## config.mk

```make
export PLATFORM = sky130hd
export DESIGN_NAME = irq_vec_ctrl
export DESIGN_NICKNAME = d
export VERILOG_FILES = /design/src/rtl/irq_vec_pkg.sv /design/src/rtl/irq_pend_bank.sv /design/src/rtl/irq_prio_enc.sv /design/src/rtl/irq_vec_ctrl.sv
export SDC_FILE = /design/constraint.sdc
export NUM_CORES = 1
export LEC_CHECK = 0
export CAP_MARGIN = 20
export CORE_ASPECT_RATIO = 0.7
export CORE_MARGIN = 8
export CORE_UTILIZATION = 55
export CTS_CLUSTER_SIZE = 25
export DETAILED_ROUTE_END_ITERATION = 10
export DONT_BUFFER_PORTS = 1
export PLACE_DENSITY = 0.7
export SLEW_MARGIN = 0
export SYNTH_ARGS = -nofsm -noshare
export SYNTH_HDL_FRONTEND = slang
export SYNTH_SLANG_ARGS = --single-unit
export TNS_END_PERCENT = 5
```

## constraint.sdc

```tcl
create_clock -name clk_i -period 2.9 [get_ports clk_i]
set_input_delay 0.145 -clock clk_i [delete_from_list [all_inputs] [get_ports clk_i]]
set_output_delay 0.145 -clock clk_i [all_outputs]
set_load 0.005 [all_outputs]
```

## src/rtl/irq_vec_pkg.sv

```systemverilog
package irq_vec_pkg;
  localparam int N_CH   = 3;
  localparam int N_SRC  = 2 * N_CH;
  localparam int SRC_W  = $clog2(N_SRC);
  localparam int CH_W   = 2;
  localparam int BASE_W = 5;
  localparam int VEC_W  = BASE_W + CH_W + 1;

  typedef enum logic [1:0] {
    REG_EN   = 2'd0,
    REG_CLR  = 2'd1,
    REG_BASE = 2'd2,
    REG_STAT = 2'd3
  } reg_addr_e;
endpackage

```

## src/rtl/irq_pend_bank.sv

```systemverilog
module irq_pend_bank #(
  parameter int N = 6
) (
  input  logic         clk_i,
  input  logic         rst_ni,
  input  logic [N-1:0] set_i,
  input  logic [N-1:0] clr_i,
  output logic [N-1:0] pend_o
);
  for (genvar g = 0; g < N; g++) begin : g_flag
    always_ff @(posedge clk_i or negedge rst_ni) begin
      if (!rst_ni)       pend_o[g] <= 1'b0;
      else if (set_i[g]) pend_o[g] <= 1'b1;   // set wins over clear
      else if (clr_i[g]) pend_o[g] <= 1'b0;
    end
  end
endmodule

```

## src/rtl/irq_prio_enc.sv

```systemverilog
module irq_prio_enc
  import irq_vec_pkg::*;
(
  input  logic [N_SRC-1:0] active_i,
  output logic             valid_o,
  output logic [SRC_W-1:0] idx_o
);
  always_comb begin
    valid_o = 1'b0;
    idx_o   = '0;
    // scan lowest priority first; later hits override
    for (int ch = N_CH - 1; ch >= 0; ch--) begin
      for (int k = 0; k < 2; k++) begin
        if (active_i[2*ch+k]) begin
          valid_o = 1'b1;
          idx_o   = SRC_W'(2*ch+k);
        end
      end
    end
  end
endmodule

```

## src/rtl/irq_vec_ctrl.sv

```systemverilog
module irq_vec_ctrl
  import irq_vec_pkg::*;
#(
  parameter int DATA_W = 16,
  parameter int ADDR_W = 2
) (
  input  logic              clk_i,
  input  logic              rst_ni,
  input  logic [N_CH-1:0]   ev_fifo_empty_i,
  input  logic [N_CH-1:0]   ev_eot_i,
  input  logic              cs_ni,
  input  logic              rw_i,
  input  logic [ADDR_W-1:0] addr_i,
  input  logic [DATA_W-1:0] data_i,
  output logic [DATA_W-1:0] data_o,
  output logic              data_oe_o,
  output logic              dtack_no,
  input  logic              iack_ni,
  input  logic              iei_ni,
  output logic              ieo_no,
  output logic              irq_pull_o
);
  logic [N_SRC-1:0]  pend, en_q, set, clr, active;
  logic [BASE_W-1:0] base_q;
  logic              req, sel_vld;
  logic [SRC_W-1:0]  sel, sel_q;
  logic              ack_q, reg_ack_q, reg_rd_q;
  logic [DATA_W-1:0] rdata_q, rdata;
  logic              ack_start, ack_end, reg_sel, wr;
  logic [VEC_W-1:0]  vec;

  for (genvar c = 0; c < N_CH; c++) begin : g_ev
    assign set[2*c]   = ev_fifo_empty_i[c];
    assign set[2*c+1] = ev_eot_i[c];
  end

  assign active = pend & en_q;
  assign req    = |active;

  irq_prio_enc u_prio (
    .active_i (active),
    .valid_o  (sel_vld),
    .idx_o    (sel)
  );

  assign ack_start = !ack_q && !iack_ni && !iei_ni && req;
  assign ack_end   = ack_q && iack_ni;
  assign reg_sel   = !cs_ni && iack_ni && !ack_q;
  assign wr        = reg_sel && !rw_i;

  always_comb begin
    clr = '0;
    if (wr && addr_i == ADDR_W'(REG_CLR)) clr = data_i[N_SRC-1:0];
    if (ack_end) clr[sel_q] = 1'b1;
  end

  irq_pend_bank #(.N(N_SRC)) u_pend (
    .clk_i  (clk_i),
    .rst_ni (rst_ni),
    .set_i  (set),
    .clr_i  (clr),
    .pend_o (pend)
  );

  always_ff @(posedge clk_i or negedge rst_ni) begin
    if (!rst_ni) begin
      en_q   <= '1;
      base_q <= '0;
    end else if (wr) begin
      if (addr_i == ADDR_W'(REG_EN))   en_q   <= data_i[N_SRC-1:0];
      if (addr_i == ADDR_W'(REG_BASE)) base_q <= data_i[BASE_W-1:0];
    end
  end

  always_ff @(posedge clk_i or negedge rst_ni) begin
    if (!rst_ni) begin
      ack_q <= 1'b0;
      sel_q <= '0;
    end else begin
      ack_q <= ack_start || (ack_q && !iack_ni);
      if (ack_start && sel_vld) sel_q <= sel;
    end
  end

  always_comb begin
    rdata = '0;
    unique case (addr_i)
      ADDR_W'(REG_EN):   rdata[N_SRC-1:0]  = en_q;
      ADDR_W'(REG_BASE): rdata[BASE_W-1:0] = base_q;
      ADDR_W'(REG_STAT): rdata[N_SRC-1:0]  = pend;
      default:           rdata = '0;
    endcase
  end

  always_ff @(posedge clk_i or negedge rst_ni) begin
    if (!rst_ni) begin
      reg_ack_q <= 1'b0;
      reg_rd_q  <= 1'b0;
      rdata_q   <= '0;
    end else begin
      reg_ack_q <= reg_sel;
      reg_rd_q  <= reg_sel && rw_i;
      if (reg_sel && rw_i) rdata_q <= rdata;
    end
  end

  assign vec        = {base_q, CH_W'(sel_q >> 1), sel_q[0]};
  assign data_o     = ack_q ? DATA_W'(vec) : rdata_q;
  assign data_oe_o  = ack_q || (reg_ack_q && reg_rd_q);
  assign dtack_no   = !(ack_q || reg_ack_q);
  assign ieo_no     = !(!iei_ni && !req);
  assign irq_pull_o = req;
endmodule

```

# ---- Word level (Yosys, flattened, before mapping)
# Index checks and enable logic that the tools add are counted.
dict set report totals {
  register_bits 29
  input_bits 30
  out_inout_bits 20
  wordCells 86
}
dict set report op_classes {
  n_lt_le_gt_ge 2
  n_eq_ne 3
  muxes 31
  n_bitwise 2
  n_reduce_logical 35
}
# op count
set ops {}
lappend ops {{2-to-1 mux 1 bit} 19}
lappend ops {{2-to-1 mux 3 bit} 6}
lappend ops {{one-hot mux 5 bit (3 select lines)} 1}
lappend ops {{logical AND 1 bit} 14}
lappend ops {{2-to-1 mux 6 bit} 2}
lappend ops {{nonzero test 2 bit} 6}
lappend ops {{zero test 1 bit} 8}
lappend ops {{2-to-1 mux 8 bit} 1}
lappend ops {{AND 6 bit} 1}
lappend ops {{OR 6 bit} 1}
lappend ops {{OR reduction 6 bit} 1}
lappend ops {{equality test 2 bit (second input constant)} 2}
lappend ops {{< comparator 3 x 4 -> 1 bit (second input constant)} 1}
lappend ops {{AND reduction 2 bit} 2}
lappend ops {{demux 1 bit (select 3 bit)} 1}
lappend ops {{greater-or-equal comparator 3 x 1 -> 1 bit (second input constant)} 1}
lappend ops {{logical OR 1 bit} 3}
lappend ops {{equality test 2 x 1 -> 1 bit (second input constant)} 1}
lappend ops {{zero test 2 bit} 1}
lappend ops {{one-hot mux 1 bit (2 select lines)} 1}

# ---- Depth between registers and ports, before layout
dict set report logic_depth {
  ltp_word 10
  ltp_mapped 6
  ltp_nobuf 5
}

# ---- Modules after synthesis
# Synthesis repeated with hierarchy kept, for this count alone.
dict set report hier_totals {
  hier_cells 146
  area_unflattened_um2 1637.8
}
# mod instances cells_per_inst area_each_um2 seq_area_each_um2
set by_module_without_submodules {}
lappend by_module_without_submodules {irq_vec_ctrl 1 119 1363.8 583.1}
lappend by_module_without_submodules {irq_pend_bank 1 18 217.7 150.1}
lappend by_module_without_submodules {irq_prio_enc 1 9 56.3 0.0}

# ---- Worst setup path before layout
# No wires, ideal clock.
dict set report synth_timing {
  path_kind {register -> register}
  startpoint {register ack_q}
  endpoint {register u_pend.pend_o[0]}
  setup_ns 0.124
  arrival_ns 1.259
  t_required_ns 2.776
  path_slack_ns 1.517
  stages_incl_launch_ff 6
  n_path_buf 1
  period_less_slack_ns 1.383
  path_cell_list {dfrtp_1 nor4b_2 and2_1 buf_4 a21oi_1 or2_1}
}
dict set report synth_via {
  elab_chain_len 8
  elab_cells_between_ends 9
  classes_between {mux: 2; bitwise: 1; reduce/logical: 6}
}
# element line_no
set synth_rtl {}
lappend synth_rtl {{start: declaration} irq_vec_ctrl.sv:27} ;# logic ack_q, reg_ack_q, reg_rd_q;
lappend synth_rtl {{start signal: assignment} irq_vec_ctrl.sv:80} ;# ack_q <= ack_start || (ack_q && !iack_ni);
lappend synth_rtl {{zero test 1 bit} irq_vec_ctrl.sv:48} ;# assign reg_sel = !cs_ni && iack_ni && !ack_q;
lappend synth_rtl {{logical AND 1 bit} irq_vec_ctrl.sv:48}
lappend synth_rtl {{logical AND 1 bit} irq_vec_ctrl.sv:49} ;# assign wr = reg_sel && !rw_i;
lappend synth_rtl {{logical AND 1 bit} irq_vec_ctrl.sv:53} ;# if (wr && addr_i == ADDR_W'(REG_CLR)) clr = data_i[N_SRC-1:0];
lappend synth_rtl {{2-to-1 mux 6 bit} irq_vec_ctrl.sv:53}
lappend synth_rtl {{OR 6 bit (no source line)} -}
lappend synth_rtl {{2-to-1 mux 6 bit (*)} irq_vec_ctrl.sv:54} ;# if (ack_end) clr[sel_q] = 1'b1;
lappend synth_rtl {{nonzero test 2 bit (no source line) (*)} -}
lappend synth_rtl {{end signal: indexed assignment} irq_pend_bank.sv:12} ;# if (!rst_ni) pend_o[g] <= 1'b0;
lappend synth_rtl {{end signal: indexed assignment} irq_pend_bank.sv:13} ;# else if (set_i[g]) pend_o[g] <= 1'b1;
lappend synth_rtl {{end signal: indexed assignment} irq_pend_bank.sv:14} ;# else if (clr_i[g]) pend_o[g] <= 1'b0;
lappend synth_rtl {{end: declaration} irq_pend_bank.sv:8} ;# output logic [N-1:0] pend_o
# Every way passes the cells marked *; elsewhere a longest branch is shown, timed or not.
# A chain may end at the register's enable or synchronous reset.

# ---- Worst setup path after layout
# Same ends and word-level chain as after synthesis.

==> impl_metrics.tcl <==
set metrics [dict create \
    setup_slack_ns 1.06 \
    finalWeightedCongestion 0.817 \
    fin_worst_skew_ns 0.00403 \
    setup_viol_count_final 0 \
    cap_violations 0 \
    ir_drop_mv 0.430 \
    worstSetupStartpointType "flip-flop" \
    final_nets 187 \
    port_buffers 0 \
    num_vias 1119 \
    dieArea_um2 4740 \
    grt_max_degree 30 \
    hold_violations 0 \
    rsz0062_at_grt "false" \
    r2r_start "ack_q" \
    synth-async-reset-ratio 1.00 \
    yosysSeqAreaShare 0.480 \
    io_pins 50 \
    avgRoutedWirePerCell_um 18.8 \
    routed_via_density 5.92 \
    met1_usage 0.198 \
    fmax_mhz 545 \
    drtIter0Drc 82 \
    cp-end-kind "flip-flop" \
    syn_area_per_cell_um2 11.1 \
    rr_endpoint "u_pend.pend_o[0]" \
    synth-edff-count 0 \
    synth_area_leaders "dfrtp_1 38%, mux2_2 13%, dfstp_2 10%" \
    reg2reg_depth 4 \
    clockBufferDepth 2 \
    comb_power_share 0.231 \
    yosysTopAreaCellShare 0.377 \
    grt-ovfl-total 0 \
    powerDensity_nw_per_um2 729 \
    post-dp-hpwl_um 2630 \
    drive_gt1_frac 0.222 \
    synthCells 137 \
    die_x_um 79.0 \
    synth_top_flop_cell "dfrtp_1" \
    setup_tns_ns 0 \
    worst-path-max-fanout 14 \
    synth.distinct_cells 29 \
    synth.largest_area_cell "dfrtp_1" \
    status "completed" \
    critPathKind "flip-flop to flip-flop" \
    p_leak_nw 0.734 \
    ys_ff_latch 29 \
    area_delta_synth_final_pct 14.2 \
    grt_use_total 0.165 \
    yosys-top-cells-count "23 x dfrtp_1, 22 x nand2_1, 18 x mux2_2" \
    critPathRequiredTime_ns 3.06 \
    fin_crit_sh 0.633 \
    switching_power_w 0.000394 \
    synth_area_um2 1530 \
    initial_utilization 0.561 \
    use_met2 0.246 \
    finalMaxSlewViolations 0 \
    p_seq_frac 0.503 \
    maxSlewHeadroom 0.654 \
    top_usage_layer "met2" \
    pre_cts_slack_ns 1.06 \
    cts_tree "yes" \
    regToRegSetupSlack_ns 1.06 \
    row_count 16 \
    p_int_w 0.000876 \
    cts.clk_slew.worst_paths_ns 0.06 \
    drc_errors 0 \
    core_um2 2720 \
    grt_pass1_vias 1186 \
    grt_pass1_wl_um 5870 \
    endpoint "u_pend.pend_o[0]" \
    cts_buffers 5 \
    tightest_slew_ns 0.519 \
    diodes 0 \
    p_total_w 0.00127 \
    post_cts_buffers 0 \
    die_h_um 60.1 \
    final_antenna_net_count 0 \
    p_sw_frac 0.311 \
    fin_crit_ns 1.84 \
    ys_warn_count 0 \
    crit_start "ack_q" \
    cts_sinks 29 \
    wl_um 3560 \
    ctsRootBufferMaster "clkbuf_8" \
    hp-class "input port to flip-flop" \
    grt_util_met3 0.0886 \
    p_clk_frac 0.266 \
    worstPathArrival_ns 2.00 \
    worstSkewPairLatency_ns 0.28 \
    htreeDepth 2 \
    yosysMostFrequentCell "dfrtp_1" \
    dr.pass1.iters 4 \
    antenna_found_initial 0 \
]
[logic make-up after synthesis]
family | synth area share
DFF | 0.480
AOI/OAI and AO/OA | 0.152
muxes | 0.133
buffers and inverters | 0.0615
other | 0.00246
adders and majority gates | 0.0410
and+or+nand+nor | 0.130
[repair_timing]
action | 4_1_cts | 5_1_grt
hold buffers | 10 | 2
resized for setup | 0 | 0
endpoints found under the hold margin | 37 | 2
[layout by cell type, fill, tap and decap left out, types with 2 or more instances in the layout]
master | synthesis | layout
dfrtp_1 | 23 | 23
nand2_1 | 22 | 22
mux2_2 | 18 | 18
dlygate4sd3_1 | 0 | 11
conb_1 | 1 | 8
o31ai_1 | 6 | 6
clkbuf_8 | 0 | 6
dfstp_2 | 6 | 6
inv_1 | 5 | 5
a31o_1 | 5 | 5
a222oi_1 | 5 | 5
ha_1 | 5 | 5
and2_1 | 3 | 3
a22o_1 | 3 | 3
a22oi_1 | 3 | 3
nand3b_1 | 3 | 3
nor2_1 | 3 | 3
a21oi_1 | 3 | 3
o21ai_0 | 2 | 2
clkbuf_1 | 2 | 2
[power groups by stage]
stage	clock network [W]	logic (W)	registers, W
CTS	0.000341	0.000293	0.000636
global placement	0	0.000260	0.000637
floorplan	0	0.000242	0.000593
global route	0.000366	0.000329	0.000655
finish	0.000338	0.000293	0.000639
detailed placement	0	0.000269	0.000643
[registers in the layout (all words and copies together) (netlist names)]
signal / count
ack_q: 1
base_q: 5
en_q: 6
rdata_q: 6
reg_ack_q: 1
reg_rd_q: 1
sel_q: 3
u_pend.pend_o: 6
[worst max-delay path, stage by stage, from the launching register on]
cell and delay [ns]:
dfrtp_1 0.57, nor4b_2 0.50, and2_1 0.33, a21oi_1 0.10, or2_1 0.21
[cell type report]
cell class	count	area [um^2]
clock buffers	8	90.1
fillers	219	980
inverters	5	18.8
multi-input cells	99	726
flip-flops and latches	29	733
well taps	36	45.0
repair buffers	12	130
[worst min path at each step]
stage,start,end,depth (start not counted)
2_1_floorplan,rst_ni,ack_q,0
3_3_place_gp,rst_ni,base_q[2],0
3_5_place_dp,rst_ni,rdata_q[5],0
4_1_cts,data_i[1],base_q[1],1
5_1_grt,data_i[1],base_q[1],1
6_report,data_i[2],base_q[2],1
[per-layer routing]
layer | up-vias | wire length, um
met5 | - | 0
met2 | 51 | 1620
li1 | 517 | -
met4 | 0 | 35
met1 | 545 | 1510
met3 | 6 | 395
[through the flow]
stage                     instance area [um^2]   util  hold slack (ns)  cells
after floorplan                           1550      -           -0.151    144
after global placement                    1520  0.559           -0.150    169
after detailed placement                  1520  0.559           -0.150    169
after CTS                                 1720  0.633          0.00622    187
after global routing                      1740  0.640        0.0000759    189
final                                     1740  0.640           0.0122    189
(Power assumes the default switching activity.)
